## src/rtl/pinirq_pkg.sv

```systemverilog
package pinirq_pkg;

    typedef enum logic [1:0] {
        SENSE_LOW  = 2'b00,
        SENSE_ANY  = 2'b01,
        SENSE_FALL = 2'b10,
        SENSE_RISE = 2'b11
    } sense_e;

    localparam int unsigned REG_AW = 2;

    localparam logic [REG_AW-1:0] A_ENABLE  = 2'd0;
    localparam logic [REG_AW-1:0] A_PENDING = 2'd1;
    localparam logic [REG_AW-1:0] A_MODE0   = 2'd2;

endpackage

```

## src/rtl/pinirq_sync.sv

```systemverilog
module pinirq_sync #(
    parameter int unsigned W = 8
) (
    input  logic         clk,
    input  logic         rst_n,
    input  logic [W-1:0] pin_i,
    output logic [W-1:0] lvl_o,
    output logic [W-1:0] prev_o
);

    typedef struct packed {
        logic [W-1:0] s1;
        logic [W-1:0] s2;
        logic [W-1:0] prev;
    } sync_t;

    sync_t st_d, st_q;

    always_comb begin
        st_d      = st_q;
        st_d.s1   = pin_i;
        st_d.s2   = st_q.s1;
        st_d.prev = st_q.s2;
    end

    always_ff @(posedge clk or negedge rst_n) begin
        if (!rst_n) st_q <= '0;
        else        st_q <= st_d;
    end

    assign lvl_o  = st_q.s2;
    assign prev_o = st_q.prev;

    // prev must trail the synchronized level by one clock
    AST_PREV_TRAILS: assert property (@(posedge clk) disable iff (!rst_n)
        1'b1 |=> prev_o == $past(lvl_o));

endmodule

```

## src/rtl/pinirq_sense.sv

```systemverilog
module pinirq_sense
    import pinirq_pkg::*;
#(
    parameter int unsigned N = 8
) (
    input  logic [2*N-1:0] mode_i,
    input  logic [N-1:0]   lvl_i,
    input  logic [N-1:0]   prev_i,
    output logic [N-1:0]   evt_o,
    output logic [N-1:0]   low_o
);

    for (genvar i = 0; i < N; i++) begin : g_pin
        sense_e m;
        assign m = sense_e'(mode_i[2*i +: 2]);

        always_comb begin
            evt_o[i] = 1'b0;
            low_o[i] = 1'b0;
            unique case (m)
                SENSE_LOW:  low_o[i] = ~lvl_i[i];
                SENSE_ANY:  evt_o[i] = lvl_i[i] ^ prev_i[i];
                SENSE_FALL: evt_o[i] = prev_i[i] & ~lvl_i[i];
                SENSE_RISE: evt_o[i] = lvl_i[i] & ~prev_i[i];
                default:    evt_o[i] = 1'b0;
            endcase
        end
    end

endmodule

```

## src/rtl/pinirq_prio.sv

```systemverilog
module pinirq_prio #(
    parameter int unsigned N  = 8,
    localparam int unsigned IW = (N > 1) ? $clog2(N) : 1
) (
    input  logic          clk,
    input  logic          rst_n,
    input  logic [N-1:0]  req_i,
    output logic          valid_o,
    output logic [IW-1:0] idx_o
);

    always_comb begin
        idx_o = '0;
        for (int i = N - 1; i >= 0; i--) begin
            if (req_i[i]) idx_o = IW'(i);
        end
    end

    assign valid_o = |req_i;

    AST_WINNER_REQUESTS: assert property (@(posedge clk) disable iff (!rst_n)
        valid_o |-> req_i[idx_o]);

    AST_NOTHING_BELOW: assert property (@(posedge clk) disable iff (!rst_n)
        valid_o |-> ((req_i & ((N'(1) << idx_o) - N'(1))) == '0));

    AST_IDLE_INDEX: assert property (@(posedge clk) disable iff (!rst_n)
        !valid_o |-> idx_o == '0);

endmodule

```

## src/rtl/pinirq_ctrl.sv

```systemverilog
module pinirq_ctrl
    import pinirq_pkg::*;
#(
    parameter int unsigned NPIN = 8,
    localparam int unsigned DW    = NPIN,
    localparam int unsigned MW    = 2 * NPIN,
    localparam int unsigned NMREG = MW / DW,
    localparam int unsigned IW    = (NPIN > 1) ? $clog2(NPIN) : 1
) (
    input  logic              clk,
    input  logic              rst_n,
    input  logic [NPIN-1:0]   pin_i,
    input  logic              gie,
    input  logic              bus_we,
    input  logic [REG_AW-1:0] bus_addr,
    input  logic [DW-1:0]     bus_wdata,
    output logic [DW-1:0]     bus_rdata,
    output logic              irq_req,
    output logic [IW-1:0]     irq_idx,
    input  logic              irq_ack
);

    typedef struct packed {
        logic [NPIN-1:0] en;
        logic [NPIN-1:0] pend;
        logic [MW-1:0]   mode;
    } regs_t;

    regs_t r_d, r_q;

    logic [NPIN-1:0] lvl, prev, evt, low, want;

    pinirq_sync #(.W(NPIN)) i_sync (
        .clk    (clk),
        .rst_n  (rst_n),
        .pin_i  (pin_i),
        .lvl_o  (lvl),
        .prev_o (prev)
    );

    pinirq_sense #(.N(NPIN)) i_sense (
        .mode_i (r_q.mode),
        .lvl_i  (lvl),
        .prev_i (prev),
        .evt_o  (evt),
        .low_o  (low)
    );

    assign want = r_q.en & (r_q.pend | low) & {NPIN{gie}};

    pinirq_prio #(.N(NPIN)) i_prio (
        .clk     (clk),
        .rst_n   (rst_n),
        .req_i   (want),
        .valid_o (irq_req),
        .idx_o   (irq_idx)
    );

    // next-state: bus write, then acknowledge, then events (set wins), then level forcing
    always_comb begin
        r_d = r_q;
        if (bus_we) begin
            if (bus_addr == A_ENABLE)  r_d.en   = bus_wdata;
            if (bus_addr == A_PENDING) r_d.pend = r_q.pend & ~bus_wdata;
            for (int k = 0; k < NMREG; k++) begin
                if (bus_addr == REG_AW'(int'(A_MODE0) + k)) r_d.mode[k*DW +: DW] = bus_wdata;
            end
        end
        if (irq_ack && irq_req) r_d.pend[irq_idx] = 1'b0;
        r_d.pend = r_d.pend | evt;
        for (int i = 0; i < NPIN; i++) begin
            if (sense_e'(r_q.mode[2*i +: 2]) == SENSE_LOW) r_d.pend[i] = 1'b0;
        end
    end

    always_ff @(posedge clk or negedge rst_n) begin
        if (!rst_n) r_q <= '0;
        else        r_q <= r_d;
    end

    always_comb begin
        bus_rdata = '0;
        if (bus_addr == A_ENABLE)  bus_rdata = r_q.en;
        if (bus_addr == A_PENDING) bus_rdata = r_q.pend;
        for (int k = 0; k < NMREG; k++) begin
            if (bus_addr == REG_AW'(int'(A_MODE0) + k)) bus_rdata = r_q.mode[k*DW +: DW];
        end
    end

    AST_NO_REQ_WITHOUT_GIE: assert property (@(posedge clk) disable iff (!rst_n)
        !gie |-> !irq_req);

    for (genvar i = 0; i < NPIN; i++) begin : g_chk
        AST_LEVEL_FLAG_ZERO: assert property (@(posedge clk) disable iff (!rst_n)
            (sense_e'(r_q.mode[2*i +: 2]) == SENSE_LOW) |=> !r_q.pend[i]);

        AST_SET_OVER_CLEAR: assert property (@(posedge clk) disable iff (!rst_n)
            evt[i] |=> r_q.pend[i]);

        AST_FLAG_NEEDS_EVENT: assert property (@(posedge clk) disable iff (!rst_n)
            $rose(r_q.pend[i]) |-> $past(evt[i]));

        AST_ACK_CLEARS: assert property (@(posedge clk) disable iff (!rst_n)
            (irq_ack && irq_req && irq_idx == IW'(i) && !evt[i]) |=> !r_q.pend[i]);

        AST_W1C_CLEARS: assert property (@(posedge clk) disable iff (!rst_n)
            (bus_we && bus_addr == A_PENDING && bus_wdata[i] && !evt[i]) |=> !r_q.pend[i]);
    end

endmodule

```

## config.mk

```make
export PLATFORM = sky130hd
export DESIGN_NAME = pinirq_ctrl
export DESIGN_NICKNAME = d
export VERILOG_FILES = /design/src/rtl/pinirq_pkg.sv /design/src/rtl/pinirq_sync.sv /design/src/rtl/pinirq_sense.sv /design/src/rtl/pinirq_prio.sv /design/src/rtl/pinirq_ctrl.sv
export SDC_FILE = /design/constraint.sdc
export NUM_CORES = 1
export LEC_CHECK = 0
export CORE_MARGIN = 5
export CORE_UTILIZATION = 60
export DETAILED_ROUTE_END_ITERATION = 12
export DONT_BUFFER_PORTS = 1
export PLACE_DENSITY = 0.76
export RECOVER_POWER = 100
export SYNTH_ARGS = -nofsm -noshare
export SYNTH_HDL_FRONTEND = slang
export SYNTH_SLANG_ARGS = --single-unit
```

## constraint.sdc

```tcl
create_clock -name clk -period 1.8 [get_ports clk]
set_input_delay 0.36 -clock clk [delete_from_list [all_inputs] [get_ports clk]]
set_output_delay 0.36 -clock clk [all_outputs]
set_load 0.05 [all_outputs]
```

==> results.toml <==
[synthesis]
synthDistinctLibCells = 40
ys_warn_count = 0
yosysTopAreaCell = "dfrtp_1"
postSynthCellCount = 227
synth_edf_count = 0
synth.avg_cell_area_um2 = 12.2
synth_nets = 266
syn_area_um2 = 2760
ys_seq_area_frac = 0.508
synth_ff_type = "dfrtp_1"
synth_top_area_share = 0.508
synth_area_leaders = "dfrtp_1 51%, mux2_2 9.0%, ha_1 7.3%"
synth_seq_cells = 56
async_flop_share = 1.00

[route]
drcViolationCount = 0
wl_per_cell_um = 21.1
dr.pass1.iters = 4
via_count = 2195
wirelength_um = 7420
first_iter_violations = 156
ant_nets = 0
vias_per_cell = 6.24

[cells_and_area]
mostFrequentLayoutCells = "56 x dfrtp_1, 39 x buf_4, 22 x nand2_1, 22 x mux2_2, 20 x inv_1"
drive_gt1_frac = 0.420
syn2layout_area_growth_pct = 33.4
layout.nets = 339
stdcell_count = 352
n_antenna_cell = 0
final_common_cell = "dfrtp_1"

[worst_hold_path]
hp-class = "in -> reg"

[floorplanning]
dieWidth_um = 77.8
rows = 24
die_area_um2 = 6060
core_um2 = 4410
die_h_um = 77.8
num_io_pins = 35
start_util = 0.625

[cts]
cts_sinks = 56
cts_root_buf = "clkbuf_8"
clk_pin_slew_ps = 100
cts_tree = "done"
numCtsBuffers = 5
clkLatencyLatePin_ps = 310
cts_buffer_depth = 2
htreeDepth = 2

[power]
total_leakage_power_nw = 1.70
power.density_nw_per_um2 = 1170
irDropWorstVdd_uv = 663

[sta]
hold_violations = 0
min_period_ps = 2230
rsz0062_at_grt = "true"
timing.fmax_mhz = 449
post-route-period-util = 1.24
worstMarginPinSlew_ps = 603
finalSetupViolations = 18
slew_viol_final = 0
worst_hold_slack_ps = 67.3
slew_headroom = 0.597
fin_ws_ps = -426
fin_skew_ps = 8.69

[outcome]
violations = "setup timing"
status = "complete, but fails checks"

[global_routing]
grt-ovfl-total = 0
grt_usage = 0.235
first_global_vias = 2223
grt_first_pass_wirelength_um = 11100
antenna_found_initial = 0
grt_start_max_net_pins = 57

[worst_setup_path]
crit_chain = "nor3_2, o211ai_1, nor2b_2, o21ba_2, o21bai_4, a21oi_4, buf_12"
required_ps = 1440
cp_max_fo = 2
critPathKind = "reg -> out"
max_stage_delay_ps = 400
cp.arrival_ps = 1870
end_kind = "output pin"
critPathLaunchType = "flop"
cpMaxStageDelayCell = "dfrtp_1"

[placement]
gp_congestion = 0.831
place.detailed.hpwl_um = 4550
place_ws_ps = -135
place_inst = 319
io_buffers = 0

[run]
cap_violations = 0
-- cells by family (layout without fill, tap and decap cells) --
logic type / count (synthesis) / after routing / share of synthesized area
AND/OR/NAND/NOR: 63 / 63 / 0.117
flip-flops: 56 / 56 / 0.508
AO/OA/AOI/OAI: 39 / 39 / 0.113
multiplexers: 30 / 30 / 0.158
buffers and inverters: 23 / 96 / 0.0317
adder cells (fa/ha/maj): 16 / 16 / 0.0725
-- worst paths after layout --
| path | startpoint | endpoint | slack [ps] | cells past startpoint |
|---|---|---|---|---|
| setup / recovery | i_sync.lvl_o[7] | irq_idx[0] | -430 | 7 |
| hold / removal | pin_i[1] | i_sync.st_d[9] | 70 | 0 |
| setup reg to reg | r_q[4] | r_q[21] | -250 | 8 |
| hold reg to reg | i_sync.st_d[10] | i_sync.lvl_o[2] | 350 | 0 |
| max in group asynchronous | rst_n | i_sync.lvl_o[4] | 970 | 2 |
| min in group asynchronous | rst_n | r_q[27] | 590 | 2 |
-- routing by layer --
metal  GRT usage  up-vias  wire length, µm
li1            -      972                -
met1       0.290     1108             2810
met2       0.394       89             3830
met3      0.0579       26              559
met4      0.0962        0              224
met5           0        -                0
-- worst max-delay path: cells and delay by family (launching register included) --
kind / cells / cell delay, ps
compound gates: 4 / 590
buf+inv: 1 / 150
flops: 1 / 400
simple gates: 2 / 400
-- through the flow --
stage | area [µm²] | total power [mW] | TNS [ps] | utilization
4_1_cts | 3540 | 4.10 | -2270 | 0.803
3_3_place_gp | 3210 | 3.09 | -307 | 0.727
6_report | 3680 | 4.29 | -2420 | 0.834
5_1_grt | 3680 | 4.50 | -3620 | 0.834
3_5_place_dp | 3210 | 3.14 | -455 | 0.727
2_1_floorplan | 2800 | 2.57 | -188 | -
-- synthesized netlist by cell type (all sizes together), types with 2 or more instances --
| cell type | number |
|---|---|
| a32oi | 3 |
| o2bb2a | 3 |
| nand2 | 23 |
| nor2 | 10 |
| o21ai | 2 |
| clkbuf | 2 |
| nand2b | 3 |
| o211a | 3 |
| or3 | 3 |
| mux4 | 8 |
| o22a | 3 |
| dfrtp | 56 |
| nand3 | 7 |
| o22ai | 5 |
| inv | 20 |
| mux2 | 22 |
| nor2b | 3 |
| nor3 | 8 |
| a21oi | 6 |
| o311ai | 2 |
| a21boi | 3 |
| ha | 16 |
| o211ai | 5 |
-- area by class of cell --
cell class	instances	area (µm²)
inverter	20	75.1
clock buffer	7	96.3
multi-input combinational	148	1400
timing repair buffer	69	646
tap	52	65.1
sequential	56	1400
fill	219	733
-- where the power goes --
part / switching (mW) / internal, mW
Sequential: 0.168 / 1.45
Combinational: 0.975 / 0.966
Clock: 0.384 / 0.343
-- flip-flops by register name, summed over array words and instances (netlist names) --
name / cells
r_q: 32
i_sync.lvl_o: 8
i_sync.st_d: 8
i_sync.prev_o: 8
-- repair_timing --
item,CTS,global route
hold buffers,2,0
resized for setup,34,22
endpoints found under the hold margin,56,0
setup buffers,18,25
pin swaps,19,19
endpoints found under the setup margin,16,19
(Power assumes the default switching activity.)
